### config.mk
export PLATFORM = sky130hd
export DESIGN_NAME = ring_ptr_mgr
export DESIGN_NICKNAME = d
export VERILOG_FILES = /design/src/rtl/ring_ptr_pkg.sv /design/src/rtl/ring_size_clamp.sv /design/src/rtl/ring_run_ctrl.sv /design/src/rtl/ring_slot.sv /design/src/rtl/ring_ptr_mgr.sv
export SDC_FILE = /design/constraint.sdc
export NUM_CORES = 1
export LEC_CHECK = 0
export ABC_AREA = 1
export BUFFER_PORTS_ARGS = -buffer_cell sky130_fd_sc_hd__buf_2
export CAP_MARGIN = 20
export CORE_UTILIZATION = 35
export CTS_CLUSTER_DIAMETER = 100
export DETAILED_ROUTE_END_ITERATION = 8
export SLEW_MARGIN = 20
export SYNTH_ARGS = -nofsm -noshare
export SYNTH_HDL_FRONTEND = slang
export SYNTH_HIERARCHICAL = 1
export SYNTH_SLANG_ARGS = --single-unit
### constraint.sdc
create_clock -name clk -period 2.3 [get_ports clk]
set_input_delay 0.23 -clock clk [delete_from_list [all_inputs] [get_ports clk]]
set_output_delay 0.23 -clock clk [all_outputs]
set_load 0.03 [all_outputs]
### src/rtl/ring_ptr_pkg.sv
package ring_ptr_pkg;
  typedef enum logic [1:0] {
    RS_STOP = 2'd0,
    RS_RUN  = 2'd1,
    RS_SUSP = 2'd2
  } run_state_t;
endpackage

### src/rtl/ring_size_clamp.sv
// Converts a requested entry count into log2 of the legal ring size.
module ring_size_clamp #(
  parameter int CNT_W   = 10,
  parameter int LOG_MAX = 9,
  parameter int LOG_W   = 4
) (
  input  logic [CNT_W-1:0] count_i,
  output logic [LOG_W-1:0] log2_o
);
  int msb;
  int lg;
  logic half;

  always_comb begin
    msb  = 0;
    half = 1'b0;
    for (int i = 1; i < CNT_W; i++) begin
      if (count_i[i]) begin
        msb  = i;
        half = count_i[i-1];
      end
    end
    lg = half ? msb + 1 : msb;
    if (lg > LOG_MAX) lg = LOG_MAX;
    log2_o = LOG_W'(lg);
  end
endmodule

### src/rtl/ring_run_ctrl.sv
// Stopped / running / suspended controller for both rings.
module ring_run_ctrl
  import ring_ptr_pkg::*;
(
  input  logic       clk,
  input  logic       rst_n,
  input  logic       start_i,
  input  logic       stop_i,
  input  logic       suspend_i,
  input  logic       cfg_load_i,
  output run_state_t state_o,
  output logic       restart_o,
  output logic       cfg_we_o,
  output logic       accept_o
);
  run_state_t state_q, state_d;

  always_comb begin
    state_d = state_q;
    case (state_q)
      RS_STOP: if (start_i && !stop_i) state_d = RS_RUN;
      RS_RUN: begin
        if (stop_i)         state_d = RS_STOP;
        else if (suspend_i) state_d = RS_SUSP;
      end
      RS_SUSP: begin
        if (stop_i)          state_d = RS_STOP;
        else if (!suspend_i) state_d = RS_RUN;
      end
      default: state_d = RS_STOP;
    endcase
  end

  always_ff @(posedge clk or negedge rst_n) begin
    if (!rst_n) state_q <= RS_STOP;
    else        state_q <= state_d;
  end

  assign state_o   = state_q;
  assign restart_o = (state_q == RS_STOP) && start_i && !stop_i;
  assign cfg_we_o  = (state_q == RS_STOP) && cfg_load_i;
  assign accept_o  = (state_q == RS_RUN) && !stop_i;
endmodule

### src/rtl/ring_slot.sv
// Per-ring configuration, index register and address generation.
module ring_slot #(
  parameter int ADDR_W     = 32,
  parameter int IDX_W      = 9,
  parameter int LOG_W      = 4,
  parameter int DESC_SHIFT = 4
) (
  input  logic              clk,
  input  logic              rst_n,
  input  logic              cfg_we_i,
  input  logic [ADDR_W-1:0] base_i,
  input  logic [LOG_W-1:0]  log2_i,
  input  logic              clear_i,
  input  logic              adv_i,
  output logic [IDX_W-1:0]  idx_o,
  output logic [LOG_W-1:0]  log2_o,
  output logic [ADDR_W-1:0] addr_o
);
  logic [ADDR_W-1:0] base_q;
  logic [LOG_W-1:0]  log2_q;
  logic [IDX_W-1:0]  idx_q, idx_d, mask;
  logic              idx_en;

  assign mask   = IDX_W'((32'd1 << log2_q) - 32'd1);
  assign idx_en = cfg_we_i | clear_i | adv_i;

  always_comb begin
    idx_d = idx_q;
    if (cfg_we_i || clear_i) idx_d = '0;
    else if (adv_i)          idx_d = (idx_q + 1'b1) & mask;
  end

  always_ff @(posedge clk or negedge rst_n) begin
    if (!rst_n) begin
      base_q <= '0;
      log2_q <= '0;
    end else if (cfg_we_i) begin
      base_q <= base_i;
      log2_q <= log2_i;
    end
  end

  always_ff @(posedge clk or negedge rst_n) begin
    if (!rst_n)      idx_q <= '0;
    else if (idx_en) idx_q <= idx_d;
  end

  assign idx_o  = idx_q;
  assign log2_o = log2_q;
  assign addr_o = base_q + (ADDR_W'(idx_q) << DESC_SHIFT);
endmodule

### src/rtl/ring_ptr_mgr.sv
module ring_ptr_mgr
  import ring_ptr_pkg::*;
#(
  parameter int ADDR_W     = 32,
  parameter int CNT_W      = 10,
  parameter int LOG_MAX    = 9,
  parameter int DESC_BYTES = 16,
  parameter int IDX_W      = LOG_MAX
) (
  input  logic              clk,
  input  logic              rst_n,
  input  logic              cfg_load_i,
  input  logic [ADDR_W-1:0] tx_base_i,
  input  logic [CNT_W-1:0]  tx_count_i,
  input  logic [ADDR_W-1:0] rx_base_i,
  input  logic [CNT_W-1:0]  rx_count_i,
  input  logic              start_i,
  input  logic              stop_i,
  input  logic              suspend_i,
  input  logic              tx_adv_i,
  input  logic              rx_adv_i,
  output logic [IDX_W-1:0]  tx_idx_o,
  output logic [IDX_W-1:0]  rx_idx_o,
  output logic [ADDR_W-1:0] tx_desc_addr_o,
  output logic [ADDR_W-1:0] rx_desc_addr_o,
  output logic              running_o,
  output logic              suspended_o
);
  localparam int LOG_W      = $clog2(LOG_MAX + 1);
  localparam int DESC_SHIFT = $clog2(DESC_BYTES);
  localparam int NRING      = 2;

  run_state_t        state;
  logic              restart, cfg_we, accept;
  logic [ADDR_W-1:0] base_a [NRING];
  logic [CNT_W-1:0]  cnt_a  [NRING];
  logic              adv_a  [NRING];
  logic [LOG_W-1:0]  clog_a [NRING];
  logic [LOG_W-1:0]  slog_a [NRING];
  logic [IDX_W-1:0]  idx_a  [NRING];
  logic [ADDR_W-1:0] addr_a [NRING];
  logic [LOG_W-1:0]  tx_log2_q, rx_log2_q;

  ring_run_ctrl u_ctrl (
    .clk(clk), .rst_n(rst_n), .start_i(start_i), .stop_i(stop_i),
    .suspend_i(suspend_i), .cfg_load_i(cfg_load_i), .state_o(state),
    .restart_o(restart), .cfg_we_o(cfg_we), .accept_o(accept)
  );

  assign base_a[0] = tx_base_i;
  assign base_a[1] = rx_base_i;
  assign cnt_a[0]  = tx_count_i;
  assign cnt_a[1]  = rx_count_i;
  assign adv_a[0]  = tx_adv_i & accept;
  assign adv_a[1]  = rx_adv_i & accept;

  for (genvar g = 0; g < NRING; g++) begin : g_ring
    ring_size_clamp #(.CNT_W(CNT_W), .LOG_MAX(LOG_MAX), .LOG_W(LOG_W)) u_clamp (
      .count_i(cnt_a[g]), .log2_o(clog_a[g])
    );
    ring_slot #(.ADDR_W(ADDR_W), .IDX_W(IDX_W), .LOG_W(LOG_W),
                .DESC_SHIFT(DESC_SHIFT)) u_slot (
      .clk(clk), .rst_n(rst_n), .cfg_we_i(cfg_we), .base_i(base_a[g]),
      .log2_i(clog_a[g]), .clear_i(restart), .adv_i(adv_a[g]),
      .idx_o(idx_a[g]), .log2_o(slog_a[g]), .addr_o(addr_a[g])
    );
  end

  assign tx_idx_o       = idx_a[0];
  assign rx_idx_o       = idx_a[1];
  assign tx_desc_addr_o = addr_a[0];
  assign rx_desc_addr_o = addr_a[1];
  assign tx_log2_q      = slog_a[0];
  assign rx_log2_q      = slog_a[1];
  assign running_o      = (state == RS_RUN);
  assign suspended_o    = (state == RS_SUSP);
endmodule

# Word level (Yosys, flattened, before mapping)
# Cells that the tools add are included.
totals:
  regBits: 92
  input_bits: 92
  output_inout_bits: 84
op_classes:
  n_addsub: 8
  order_cmp: 2
  n_eq_ne: 5
  shift: 2
  mux: 50
  bitwise_logic: 7
  n_reduce_logical: 13
ops:
  columns: ["op", "n"]
  rows:
  - ["32-bit by 13-bit adder with 32-bit output", 2]
  - ["32-bit by 5-bit > comparator with 1-bit output (second input constant)", 2]
  - ["9-bit two-way mux", 4]
  - ["3-bit two-way mux", 8]
  - ["4-bit two-way mux", 6]
  - ["1-bit two-way mux", 20]
  - ["9-bit by 1-bit adder with 9-bit output (second input constant)", 2]
  - ["9-bit AND", 2]
  - ["2-bit two-way mux", 9]
  - ["1-bit by 4-bit << shifter with 9-bit output (first input constant)", 2]
  - ["9-bit by 1-bit subtractor with 9-bit output (second input constant)", 2]
  - ["4-bit by 1-bit adder with 5-bit output (second input constant)", 2]
  - ["5-bit two-way mux", 2]
  - ["3-bit inequality test (second input constant)", 2]
  - ["2-bit case mux with 3 select lines", 1]
  - ["1-bit logical AND", 5]
  - ["2-bit AND reduction", 2]
  - ["2-bit nonzero test", 2]
  - ["1-bit OR", 3]
  - ["3-bit AND reduction", 1]
  - ["1-bit AND", 2]
  - ["2-bit by 1-bit equality test with 1-bit output (second input constant)", 1]
  - ["2-bit equality test (second input constant)", 1]
  - ["2-bit zero test", 1]
  - ["other kinds (3)", 3]

# Longest topological paths before layout
depth:
  ltp_word: 13
  ltp_mapped: 16
  ltp_nobuf: 16

# By module
# Netlist, hierarchy kept.
by_module_without_submodules:
  columns: ["module", "instances", "cells_each", "area_each_um2", "seq_area_each_um2"]
  rows:
  - ["ring_slot at g_ring[0].u_slot", 1, 508, 3295.7, 1126.1]
  - ["ring_slot at g_ring[1].u_slot", 1, 501, 3199.3, 1126.1]
  - ["ring_size_clamp", 2, 58, 280.3, 0.0]
  - ["ring_run_ctrl", 1, 25, 146.4, 50.0]
  - ["ring_ptr_mgr", 1, 8, 30.0, 0.0]

# Least setup slack after synthesis
# No wires, ideal clock.
synth_timing:
  kind: "register -> output"
  start: "reg g_ring[1].u_slot.idx_q[0]"
  end: "out rx_desc_addr_o[12]"
  t_arrival_ns: 2.068
  t_required_ns: 2.070
  setup_slack_ns: 0.002
  path_stages_with_launch: 8
  path_cell_list: "dfrtp_1 -> ha_1 -> fa_1 -> nand3_1 -> nand3_1 -> nand2_1 -> nand2_1 -> xor2_1"
synth_via:
  elab_chain_cells: 1
synth_lines:
  columns: ["element", "line", "text"]
  rows:
  - ["start: declaration", "ring_slot.sv:21", "logic [IDX_W-1:0] idx_q, idx_d, mask;"]
  - ["start signal: assignment", "ring_slot.sv:45", "else if (idx_en) idx_q <= idx_d;"]
  - ["32-bit by 13-bit adder with 32-bit output", "ring_slot.sv:50", "assign addr_o = base_q + (ADDR_W'(idx_q) << DESC_SHIFT);"]
  - ["end: declaration", "ring_ptr_mgr.sv:25", "output logic [ADDR_W-1:0] rx_desc_addr_o,"]
# No other way between the ends.

# Worst setup path after layout
layout_timing:
  start: "reg g_ring[1].u_slot.base_q[4]"
  end: "out rx_desc_addr_o[28]"
layout_via:
  elab_chain_cells: 1
layout_lines:
  columns: ["element", "line", "text"]
  rows:
  - ["start: declaration", "ring_slot.sv:19", "logic [ADDR_W-1:0] base_q;"]
  - ["start signal: assignment", "ring_slot.sv:38", "base_q <= base_i;"]
  - ["32-bit by 13-bit adder with 32-bit output", "ring_slot.sv:50", null]
# No other way between the ends.

==> run metrics <==
Core ar.=between 20,000 and 25,000 um^2; Final #Nets=around 1,500; Hold Path Sink=g_ring[1].u_slot/base_q[11]$_DFFE_PN0P_; Post-Synth Simple-Gate Area=43.77%; WP data required=2.07 ns; hold depth=3; prevailing post-synth register cell=dfrtp_1; Net Sw Power=approximately 5.3 mW; Mapped Nets=between 1,000 and 1,500; asr flop ratio synth=100.0%; final setup fails=0; crit path kind=flop to output pin; CP startpoint kind=flop; multi-input logic area=~4800 um^2; CP max FO=4; initial antenna violation count=1; die area=between 20,000 and 25,000 um^2; EDFF count, synth=0; Seq cells post-synth=slightly above 90; Max VDD drop=between 0.8 and 0.9 mV; worst setup margin=0.02838 ns; Routed Antenna Nets=0; Reg2Reg Launch Point=u_ctrl/state_o[0]$_DFFE_PN0P_; Max Buffers Root-to-Sink=2; time the worst path needs with I/O delays and setup=2.272 ns; min-delay src=rx_base_i[11]; setup TNS=0 ns; worst-margin pin slew=around 0.6 ns; Syn Area/Cell=~6.2 um^2; critical path launch point=g_ring[1].u_slot/base_q[4]$_DFFE_PN0P_; FMAX=440.2 MHz; Rows=52; DRT Pass-1 Iters=5; clk root buf=clkbuf_16; DP Area=8502 um^2; gpl congestion=slightly above 0.9; CP Cell Sequence=ha_4 > fa_2 > nand3_2 > nand3_4 > nand2_2 > nand2_2 > nand2_2 > nand2_2 > nand2_1 > nand2_1 > buf_6; via count=7,712; commonest non-fill, non-tap cell in the layout=nand2_1; flop-to-flop setup slack=0.30 ns; most frequent cells in the layout=nand2_1 (434), inv_1 (164), buf_2 (133), dfrtp_1 (87), nor2_1 (67); Pint=around 5.2 mW; RSZ-0062 raised after global routing=yes; largest family of logic cells by synthesized area=simple AND/OR/NAND/NOR gates; Final Non-Filler Cells=1,633; synthesized instance count=approximately 1,200; area delta synth->final=35.62%; cell area after synthesis=~7200 um^2; sw frac=50.07%; post-DP HPWL=between 15,000 and 20,000 um; clk_skew=about 0.0062 ns; vias in the first global route=roughly 7,300; r2r endpoint=g_ring[0].u_slot/base_q[14]$_DFFE_PN0P_; pre-CTS setup slack=approximately 0.082 ns; Filler cells=slightly above 2,000; DIE WIDTH=between 100 and 150 um; Synth Area in Compound Gates=a little under 6%; DRT iter0 DRCs=roughly 410; power share of the combinational group=approximately 57%; Final Hold Fails=0; wire length of the first global-routing pass=between 30,000 and 40,000 um; outcome=finished, final reports clean; Reg power frac=around 29%; Max-Cap Viols=0; H-Tree Depth=3; final instance area=a little under 10,000 um^2; share of cells above drive strength 1=29.22%; post-synthesis mux area share=0%; Yosys cell types=33; Min-Delay Path Class=input port to flop; Slew Viols, Final=0; CTS Buf Count=9; worst skew pair latency=0.35 ns; most frequent CP cell=nand2_2; Via density=between 4 and 5; port bufs=approximately 180; total congestion overflow=0; number of clock sinks=just over 90; Final period util=roughly 99%; Worst slew margin=59.69%; CP arrival=between 2 and 2.5 ns; register area=2308 um^2; routed length per instance=13.43 um; clock share of power=14.5%; R2R depth=7; num ports=around 180; Crit-path slowest cell=dfrtp_1; CP peak stage delay=approximately 0.41 ns; yosys warns=6; WL final=~22,000 um; GR Util All Layers=20.54%; Clock transition at path regs=0.07 ns; largest net degree at the start of global routing=101; CTS tree=done; Leak=around 5.3 nW; Starting Density=roughly 36%; Adder-Cell Fraction of Synth Area=4.706%; Placed Cells incl. Taps=between 1,500 and 2,000; Die Ht=145.7 um; power per cell area=1072 nW/um^2; Critical Path Sink Type=output pin; sequential-to-total area share from yosys stat=between 30% and 40%; xor/xnor share of the synthesized area=under 10%; drt drc=0
==> power by group through the flow <==
stage	clock network, mW	registers (mW)	logic [mW]
after global placement	0	2.93	5.07
after detailed placement	0	2.93	5.11
after floorplan	0	2.78	3.72
after CTS	1.58	2.98	5.50
final	1.52	3.02	5.97
after global routing	1.65	3.12	6.52
==> worst max-delay path, delay by kind of cell (launching register included) <==
| family | cells | cell delay, ns |
|---|---|---|
| buffers and inverters | 1 | 0.14 |
| flip-flops | 1 | 0.41 |
| AND/OR/NAND/NOR | 8 | 0.59 |
| adder cells (fa/ha/maj) | 2 | 0.54 |
==> cell usage after synthesis (all sizes together), types with 13 or more instances <==
cell type	number	area, um^2
a21oi	17	88.84
buf	15	95.09
dfrtp	92	2302
ha	24	300.3
inv	173	649.4
nand2	508	1974
nand3	89	488.0
nand4	23	143.9
nor2	95	409.1
nor3	13	80.08
o21ai	59	295.3
xor2	25	219.0
==> worst max-delay path by stage <==
stage | slack, ns | cells after the start | endpoint
after floorplan | 0.002 | 7 | rx_desc_addr_o[12]
after CTS | -0.007 | 7 | rx_desc_addr_o[14]
after global placement | 0.12 | 10 | tx_desc_addr_o[28]
after global routing | -0.07 | 9 | tx_desc_addr_o[20]
after detailed placement | 0.08 | 10 | rx_desc_addr_o[24]
final | 0.03 | 11 | rx_desc_addr_o[28]
==> layer usage <==
layer	global-route usage, %	vias up	wire, um
li1	-	3982	-
met1	26.65	3506	9754
met2	35.60	206	10740
met3	3.730	18	1175
met4	4.105	0	265
met5	0	-	0
==> layout make-up <==
class	count	area share, %
clock buffers	12	2.615
repair buffers	211	13.92
multi-input cells	871	49.45
clock inverters	2	0.3572
well taps	270	3.444
inverters	174	6.659
diodes	1	0.02551
flip-flops and latches	92	23.54
==> state kept, by name (all words and copies together) (netlist names) <==
signal and flops:
g_ring.u_slot/log2_o 8, g_ring.u_slot/idx_o 18, u_ctrl/state_o 2, g_ring.u_slot/base_q 64
==> metrics by stage <==
stage	power, mW	hold slack, ns	utilization, %
5_1_grt	11.29	0.07410	48.47
2_1_floorplan	6.504	-0.06559	-
3_5_place_dp	8.047	0.2865	42.02
6_report	10.51	0.07713	48.47
3_3_place_gp	8.001	0.2763	42.02
4_1_cts	10.05	0.06128	45.77
==> logic make-up after synthesis <==
| family | Yosys count |
|---|---|
| flops | 92 |
| fa+ha+maj | 26 |
| compound gates | 81 |
| simple gates | 738 |
| xor+xnor | 25 |
| buf+inv | 196 |
==> repair_timing <==
| item | 4_1_cts | 5_1_grt |
|---|---|---|
| setup endpoints to repair | 47 | 47 |
| buffers inserted | 6 | 10 |
| resized for setup | 85 | 143 |
| pin swaps | 12 | 31 |
| endpoints found under the hold margin | 43 | 0 |
| hold buffers | 1 | 0 |
| cloned | 1 | 0 |
Note: power is estimated with default switching activity, not from simulation.
